File: src/rtl/pwm_evt_pkg.sv
package pwm_evt_pkg;
  localparam int NUM_CMP  = 2;
  localparam int NUM_EV   = 2 + 2 * NUM_CMP;
  localparam int EN_W     = 16;
  localparam int TRIG_LSB = 8;
  localparam int EV_ZERO  = 0;
  localparam int EV_TOP   = 1;
  localparam int EV_CMP0  = 2;

  typedef struct packed {
    logic inc;
    logic dec;
    logic clr;
  } stepStrobe_t;

  typedef struct packed {
    logic isZero;
    logic isTop;
    logic aboveTop;
    logic nextIsTop;
    logic nextIsZero;
    logic topZero;
  } cntFlags_t;
endpackage

File: src/rtl/pwm_evt_datapath.sv
module pwm_evt_datapath
  import pwm_evt_pkg::*;
#(
  parameter int CNT_W = 16
) (
  input  logic                            clk,
  input  logic                            rstN,
  input  logic [CNT_W-1:0]                topVal,
  input  logic [NUM_CMP-1:0][CNT_W-1:0]   cmpVals,
  input  stepStrobe_t                     stb,
  output cntFlags_t                       flags,
  output logic [NUM_CMP-1:0]              cmpHit
);
  logic [CNT_W-1:0] cnt;
  logic [CNT_W-1:0] cntNext;
  logic [CNT_W:0]   cntPlus;

  always_comb begin
    cntNext = cnt;
    if (stb.clr)      cntNext = '0;
    else if (stb.inc) cntNext = cnt + CNT_W'(1);
    else if (stb.dec) cntNext = cnt - CNT_W'(1);
  end

  always_ff @(posedge clk or negedge rstN) begin
    if (!rstN) cnt <= '0;
    else       cnt <= cntNext;
  end

  assign cntPlus = {1'b0, cnt} + {{CNT_W{1'b0}}, 1'b1};

  always_comb begin
    flags.isZero     = (cnt == '0);
    flags.isTop      = (cnt == topVal);
    flags.aboveTop   = (cnt > topVal);
    flags.nextIsTop  = (cntPlus == {1'b0, topVal});
    flags.nextIsZero = (cnt == CNT_W'(1));
    flags.topZero    = (topVal == '0);
  end

  for (genvar g = 0; g < NUM_CMP; g++) begin : g_cmp
    assign cmpHit[g] = (cnt == cmpVals[g]);
  end

  // without a step strobe the count does not move
  p_hold_r3: assert property (@(posedge clk) disable iff (!rstN)
    (!stb.inc && !stb.dec && !stb.clr) |=> $stable(cnt));

  // an upward step never starts from the all-ones count
  p_no_wrap_r2: assert property (@(posedge clk) disable iff (!rstN)
    stb.inc |-> (cnt != '1));
endmodule

File: src/rtl/pwm_evt_control.sv
module pwm_evt_control
  import pwm_evt_pkg::*;
(
  input  logic               clk,
  input  logic               rstN,
  input  logic               runEn,
  input  logic [NUM_EV-1:0]  trigEn,
  input  logic [NUM_EV-1:0]  stsEn,
  input  logic [NUM_EV-1:0]  stsClear,
  input  cntFlags_t          flags,
  input  logic [NUM_CMP-1:0] cmpHit,
  output stepStrobe_t        stb,
  output logic               trigPulse,
  output logic [NUM_EV-1:0]  rawSts
);
  logic              dirUp;
  logic              dirNext;
  logic              goUp;
  logic [NUM_EV-1:0] evt;

  assign goUp = dirUp | flags.isZero;

  always_comb begin
    stb     = '0;
    dirNext = dirUp;
    if (runEn) begin
      if (flags.topZero) begin
        stb.clr = 1'b1;
        dirNext = 1'b1;
      end else if (goUp && !flags.isTop && !flags.aboveTop) begin
        stb.inc = 1'b1;
        dirNext = !flags.nextIsTop;
      end else begin
        stb.dec = 1'b1;
        dirNext = flags.nextIsZero;
      end
    end
  end

  always_ff @(posedge clk or negedge rstN) begin
    if (!rstN) dirUp <= 1'b1;
    else       dirUp <= dirNext;
  end

  assign evt[EV_ZERO] = runEn & flags.isZero;
  assign evt[EV_TOP]  = runEn & flags.isTop;
  for (genvar g = 0; g < NUM_CMP; g++) begin : g_dirSplit
    assign evt[EV_CMP0 + 2*g]     = runEn & cmpHit[g] & dirUp;
    assign evt[EV_CMP0 + 2*g + 1] = runEn & cmpHit[g] & ~dirUp;
  end

  always_ff @(posedge clk or negedge rstN) begin
    if (!rstN) begin
      trigPulse <= 1'b0;
      rawSts    <= '0;
    end else begin
      trigPulse <= |(evt & trigEn);
      rawSts    <= (rawSts & ~stsClear) | (evt & stsEn);
    end
  end

  // an idle cycle yields no pulse on the next cycle
  p_idle_notrig_r3: assert property (@(posedge clk) disable iff (!rstN)
    !runEn |=> !trigPulse);

  // a status bit only drops after a clear was written to it
  p_sticky_r8: assert property (@(posedge clk) disable iff (!rstN)
    1'b1 |=> ((($past(rawSts) & ~$past(stsClear)) & ~rawSts) == '0));

  // reaching the top turns the direction down
  p_turn_down_r2: assert property (@(posedge clk) disable iff (!rstN)
    (runEn && !flags.topZero && dirUp && !flags.isTop && !flags.aboveTop
     && flags.nextIsTop) |=> !dirUp);

  // reaching zero turns the direction up
  p_turn_up_r2: assert property (@(posedge clk) disable iff (!rstN)
    (runEn && !flags.topZero && !dirUp && !flags.isZero && flags.nextIsZero)
    |=> dirUp);

  // at most one step kind per cycle
  p_one_step_r2: assert property (@(posedge clk) disable iff (!rstN)
    $onehot0({stb.inc, stb.dec, stb.clr}));
endmodule

File: src/rtl/pwm_evt_unit.sv
module pwm_evt_unit
  import pwm_evt_pkg::*;
#(
  parameter int CNT_W = 16
) (
  input  logic              clk,
  input  logic              rstN,
  input  logic              runEn,
  input  logic [CNT_W-1:0]  topVal,
  input  logic [CNT_W-1:0]  cmpA,
  input  logic [CNT_W-1:0]  cmpB,
  input  logic [EN_W-1:0]   evtEnable,
  input  logic [NUM_EV-1:0] stsClear,
  output logic              trigPulse,
  output logic [NUM_EV-1:0] rawSts
);
  logic [NUM_CMP-1:0][CNT_W-1:0] cmpVals;
  logic [NUM_CMP-1:0]            cmpHit;
  stepStrobe_t                   stb;
  cntFlags_t                     flags;
  logic                          unusedEnBits;

  assign cmpVals[0] = cmpA;
  assign cmpVals[1] = cmpB;
  // spare enable bits feed nothing
  assign unusedEnBits = ^{evtEnable[15:14], evtEnable[7:6]};

  pwm_evt_datapath #(.CNT_W(CNT_W)) u_dp (
    .clk     (clk),
    .rstN    (rstN),
    .topVal  (topVal),
    .cmpVals (cmpVals),
    .stb     (stb),
    .flags   (flags),
    .cmpHit  (cmpHit)
  );

  pwm_evt_control u_ctl (
    .clk       (clk),
    .rstN      (rstN),
    .runEn     (runEn),
    .trigEn    (evtEnable[TRIG_LSB +: NUM_EV]),
    .stsEn     (evtEnable[0 +: NUM_EV]),
    .stsClear  (stsClear),
    .flags     (flags),
    .cmpHit    (cmpHit),
    .stb       (stb),
    .trigPulse (trigPulse),
    .rawSts    (rawSts)
  );
endmodule

File: config.mk
export PLATFORM = sky130hd
export DESIGN_NAME = pwm_evt_unit
export DESIGN_NICKNAME = d
export VERILOG_FILES = /design/src/rtl/pwm_evt_pkg.sv /design/src/rtl/pwm_evt_datapath.sv /design/src/rtl/pwm_evt_control.sv /design/src/rtl/pwm_evt_unit.sv
export SDC_FILE = /design/constraint.sdc
export NUM_CORES = 1
export LEC_CHECK = 0
export ABC_AREA = 1
export BUFFER_PORTS_ARGS = -buffer_cell sky130_fd_sc_hd__buf_2
export CAP_MARGIN = 20
export CORE_ASPECT_RATIO = 1.1
export CORE_MARGIN = 1
export CORE_UTILIZATION = 55
export CTS_CLUSTER_DIAMETER = 40
export DETAILED_ROUTE_END_ITERATION = 12
export HOLD_SLACK_MARGIN = 0.15
export PLACE_DENSITY = 0.87
export RECOVER_POWER = 100
export SETUP_SLACK_MARGIN = 0.4
export SLEW_MARGIN = 40
export SYNTH_ARGS = -nofsm -noshare
export SYNTH_HDL_FRONTEND = slang
export SYNTH_SLANG_ARGS = --single-unit
export TNS_END_PERCENT = 100
File: constraint.sdc
create_clock -name clk -period 2.24 [get_ports clk]
set_input_delay 0.336 -clock clk [delete_from_list [all_inputs] [get_ports clk]]
set_output_delay 0.336 -clock clk [all_outputs]
set_load 0.01 [all_outputs]
## Yosys cells after proc, flatten, opt, wreduce, memory -nomap -nowiden

Index checks and enable logic that the tools add are counted.

- Register bits: 24
- Logic and storage cells: 47
- Output and inout port bits: 7

- Bitwise gates (word level): 15
- Equal/unequal tests: 5
- $add $sub $neg: 3
- Muxes and demuxes: 10
- Magnitude comparators: 1
- Reduce and logical (&&, ||, !) cells: 9

Operators with widths:

| operator | count |
|---|---|
| 16-bit equality test | 3 |
| 16-bit 2-to-1 mux | 3 |
| 16-bit logical NOT | 2 |
| 6-bit AND | 3 |
| 16-bit by 1-bit adder with 17-bit output (second input constant) | 1 |
| 17-bit by 16-bit equality test with 1-bit output | 1 |
| 16-bit by 1-bit adder with 16-bit output (second input constant) | 1 |
| 16-bit by 1-bit equality test with 1-bit output (second input constant) | 1 |
| 16-bit greater-than comparator | 1 |
| 16-bit by 1-bit subtractor with 16-bit output (second input constant) | 1 |
| 1-bit AND | 8 |
| 6-bit NOT | 1 |
| 6-bit bitwise OR | 1 |
| 6-bit OR reduction | 1 |
| 1-bit 2-to-1 mux | 5 |
| 1-bit logical NOT | 3 |
| 3-bit 2-to-1 mux | 1 |
| 3-bit nonzero test | 1 |
| 1-bit logical AND | 2 |
| 2-bit 2-to-1 mux | 1 |
| 1-bit NOT | 1 |
| 1-bit bitwise OR | 1 |

## Longest topological paths before layout

- Depth in word-level cells: 10
- Gate-level depth with buffers: 14
- Depth with buffers taken out: 14

## Cells and area by module

From an unflattened synthesis, not the netlist that was laid out.

- Cells, all modules: 516
- Area total of the unflattened synthesis: 3,263.1 um^2

By module, submodules not included:

| module | instances | cells an instance | area each (um^2) |
|---|---|---|---|
| pwm_evt_datapath | 1 | 454 | 2,772.7 |
| pwm_evt_control | 1 | 62 | 490.5 |

## Worst setup path before layout

No wires, ideal clock.

- Path type: reg-to-reg
- Start point: register u_dp.cnt[7]
- End point: register u_dp.cnt[11]
- Data required time: 2.108 ns
- Data arrival time: 1.785 ns
- Stages on the path, launching flop included: 10
- Library setup time: 0.132 ns
- Slack: 0.323 ns
- Period minus slack after synthesis: 1.917 ns
- Path through: dfrtp_1 ha_1 a21oi_1 o21ai_0 o21bai_1 nand2_1 clkbuf_1 nand3_1 nand3_1 o21ai_1

- Longest elaborated chain between the ends: 9

RTL lines:

| item | line | text |
|---|---|---|
| from (decl) | pwm_evt_datapath.sv:14 | `logic [CNT_W-1:0] cnt;` |
| from (signal assigned) | pwm_evt_datapath.sv:27 | `else cnt <= cntNext;` |
| parallel branches: the longest is 9 deep, another holds 16-bit greater-than comparator | n/a |  |

Several ways; the timed one is not identified. The select of a mux whose other input is x is not followed.
A chain may end at the register's enable or synchronous reset.

## Worst setup path after layout

- Start point: register u_dp.cnt[6]
- End point: register u_dp.cnt[8]

Same word-level chain as after synthesis.

==> summary.md <==
| Metric | Value |
|---|---|
| Clk_lat worst skew | 0.29 ns |
| Hold wc startpoint | stsClear[4] |
| Post-synthesis mux area share | 0 |
| Io pins | 80 |
| Largest family of logic cells by synthesized area | simple AND/OR/NAND/NOR gates |
| FF+latch area | 607 µm² |
| Clock Sinks | 24 |
| Fmax achieved | 477 MHz |
| Met3 WL | 1270 µm |
| Relative slew slack | 0.601 |
| Ys async rst share | 1.00 |
| Htree depth | 1 |
| Input/output buffers | 75 |
| CP startpoint | u_dp.cnt[6]$_DFFE_PN0P_ |
| Syn avg cell area | ~6 µm² |
| Most frequent cells after synthesis | nand2_1, nand3_1, nor2_1 |
| Synth Area in Adders | 0.0797 |
| DR WL/cell | 16.4 µm |
| Setup TNS | 0 ns |
| TritonRoute pass-1 iters | 6 |
| Endpoint class of the critical path | register |
| Initial Utilization | 0.578 |
| Synth top area share | 0.183 |
| Critical path class | reg2reg |
| Post-synth EDFFs | 0 |
| Clk buf depth | 2 |
| Layout area overhead | 42.5% |
| # DRC | 0 |
| Share of cells above drive strength 1 | 0.328 |
| RSZ-0062 raised after global routing | yes |
| Fin crit period | around 2.1 ns |
| Highest metal used | met4 |
| Crit path DAT | 2.26 ns |
| Delay-heaviest family, CP | simple AND/OR/NAND/NOR gates |
| Critical path required time | 2.40 ns |
| Global-route wire length before repair | 17400 µm |
| Synth Register Bits | 24 |
| Die Width | between 70 and 80 µm |
| Synth Area in Simple Gates | 0.447 |
| Synth Area in Compound Gates | 0.110 |
| Total track usage | 0.381 |
| Initial antenna violation count | 0 |
| Ranking of synthesized cells by area | dfrtp_1, nand2_1, nand3_1, ha_1, nor2_1 |
| Final hold viol count | 0 |
| Fin cells | 728 |
| Synth area leader | dfrtp_1 |
| Area of the core | 0.00543 mm² |
| Initial DRC count | 488 |
| Leak | between 2 and 2.5 nW |
| Peak supply drop | 0.683 mV |
| Total power | 4.96 mW |
| Most frequent CP cell | buf_12 |
| Worst Max-Slew Pin Slew | 0.598 ns |
| WP buf/inv | 2 |
| Critical Path Max Stage Delay | 0.44 ns |
| Post-Synth XOR/XNOR Area | 0.0606 |
| Clock transition at path regs | 0.11 ns |
| Fillers | 321 |
| Pwr Density | 1110 mW/mm² |
| Ys flop type | dfrtp_1 |
| Fin nets | 747 |
| Multi-input combinational cell area | about 0.0026 mm² |
| CP Max Fanout | 8 |
| Wire length on met1 | 4470 µm |
| Critical path launch point type | register |
| Max-cap viol count | 0 |
| Routed wl met2 | 5400 µm |
| Die footprint | 0.00601 mm² |
| Global route overflow | 0 |
| Yosys warns | 0 |
| Clk root buf | clkbuf_8 |
| Final Slew Violations | 0 |
| Detailed-route via count | around 4400 |
| Setup Skew | approximately 0.0022 ns |
| Post-DP HPWL | 8040 µm |
| Switching Share | 0.532 |
| Gpl congestion | between 0.9 and 1 |
| Period utilization | 0.937 |
| Sequential fraction of the synthesis area | 0.192 |
| Tightest Hold Check Type | in2reg |
| Antenna fix cells | 0 |
| Largest net degree at the start of global routing | 25 |
| Cell with the largest stage delay on the worst path | dfrtp_1 |
| Synthesized area | 0.00314 mm² |
| Flop pwr share | 0.150 |
| Mapped Cells | around 530 |
| CTS buffer count | 3 |
| Sw power | 2.64 mW |
| Yosys cell types | 36 |
| Vias per cell | 6.02 |
| Most frequent cell after synthesis | nand2_1 |
| Status | completed |
| Comb power frac | 0.765 |
| R2R Path Start | u_dp.cnt[6]$_DFFE_PN0P_ |
| Mapped Nets | 622 |
| Post-placement cell count | slightly below 700 |
| Clock power frac | 0.085 |
| CTS tree | yes |
| Int Power | 2.32 mW |
| Routed WL | 12000 µm |
| Std cell rows | 28 |
| Vias in the first global route | 3812 |
| Worst-path cell chain | ha_1, nand4_1, nor2_1, nand2_2, nand3b_1, nor2_4, buf_12, buf_12, nand3_2, nand3_1, o21ai_0 |
| Die Span Y | 81.2 µm |
| DRT antenna net count | 0 |
| Final Setup Violations | 0 |
path summary, 6_finish.rpt:
path | to | slack [ns] | cells past startpoint
worst max-delay path | u_dp.cnt[8]$_DFFE_PN0P_ | 0.14 | 11
worst min-delay path | u_ctl.rawSts[4]$_DFF_PN0_ | 0.21 | 2
worst max register to register | u_dp.cnt[8]$_DFFE_PN0P_ | 0.14 | 11
worst min register to register | u_ctl.rawSts[1]$_DFF_PN0_ | 0.55 | 2
max in group asynchronous | u_dp.cnt[15]$_DFFE_PN0P_ | 1.24 | 2
min in group asynchronous | u_dp.cnt[0]$_DFFE_PN0P_ | 0.58 | 2
power groups by stage:
| stage | sequential [mW] | combinational, mW | clock, mW |
|---|---|---|---|
| after floorplan | 0.717 | 1.95 | 0 |
| after global placement | 0.741 | 2.56 | 0 |
| after detailed placement | 0.744 | 2.62 | 0 |
| after CTS | 0.726 | 3.30 | 0.414 |
| after global routing | 0.751 | 4.05 | 0.432 |
| final | 0.744 | 3.79 | 0.424 |
flip-flops by register name (all words and copies together), names as in the netlist:
register,flops
u_ctl.rawSts,6
u_dp.cnt,16
u_ctl.dirUp,1
u_ctl.trigPulse,1
layer usage:
| layer | GRT usage | up-vias |
|---|---|---|
| li1 | - | 1980 |
| met1 | 0.456 | 1952 |
| met2 | 0.632 | 347 |
| met3 | 0.0682 | 101 |
| met4 | 0.223 | 0 |
| met5 | 0 | - |
area by class of cell:
class / count / share of cell area
Inverter: 66 / 0.0607
Timing Repair Buffer: 131 / 0.191
Tap cell: 75 / 0.0210
Multi-Input combinational cell: 428 / 0.575
Sequential cell: 24 / 0.136
Clock inverter: 1 / 0.00671
Clock buffer: 3 / 0.00923
cells in the final DEF (no fill, tap or decap), types with 3 or more instances in the layout:
cell        count
nand4_1        16
clkbuf_1        8
a21oi_1        15
buf_6           8
buf_4          44
dfrtp_1        19
o21ai_1        12
clkinvlp_4      3
nor2_2         12
dfrtp_2         4
o21ai_0        22
nor2_4          9
buf_12          3
o21ai_2         3
nand3_2        15
nand2_1       136
clkbuf_8        3
nor3_1          5
inv_1          57
nand2_2        16
xor2_1         16
nand2_8         3
inv_4           3
o22ai_1         6
ha_1           11
nand3_1        53
buf_2          67
xnor2_1         3
ha_4            9
nor2_1         50
metrics by stage:
step | util | area, µm² | setup WS (ns) | hold WS [ns]
2_1_floorplan | - | 3140 | 0.421 | 0.0404
3_3_place_gp | 0.674 | 3660 | 0.135 | 0.370
3_5_place_dp | 0.674 | 3660 | 0.0843 | 0.376
4_1_cts | 0.785 | 4260 | 0.291 | 0.216
5_1_grt | 0.824 | 4470 | 0.0726 | 0.213
6_report | 0.824 | 4470 | 0.141 | 0.211
timing repair:
action	CTS	global route
hold buffers	1	0
setup endpoints to repair	18	19
setup buffers	28	7
hold endpoints to repair	23	0
pin swaps	28	25
gates resized for setup	66	52
cloned	2	0
logic make-up after synthesis:
logic type | after synthesis
AND/OR/NAND/NOR | 322
adder cells (fa/ha/maj) | 20
XOR/XNOR | 20
buffers and inverters | 79
AO/OA/AOI/OAI | 64
flip-flops | 24
No activity file was read; power rests on OpenSTA's default activity.
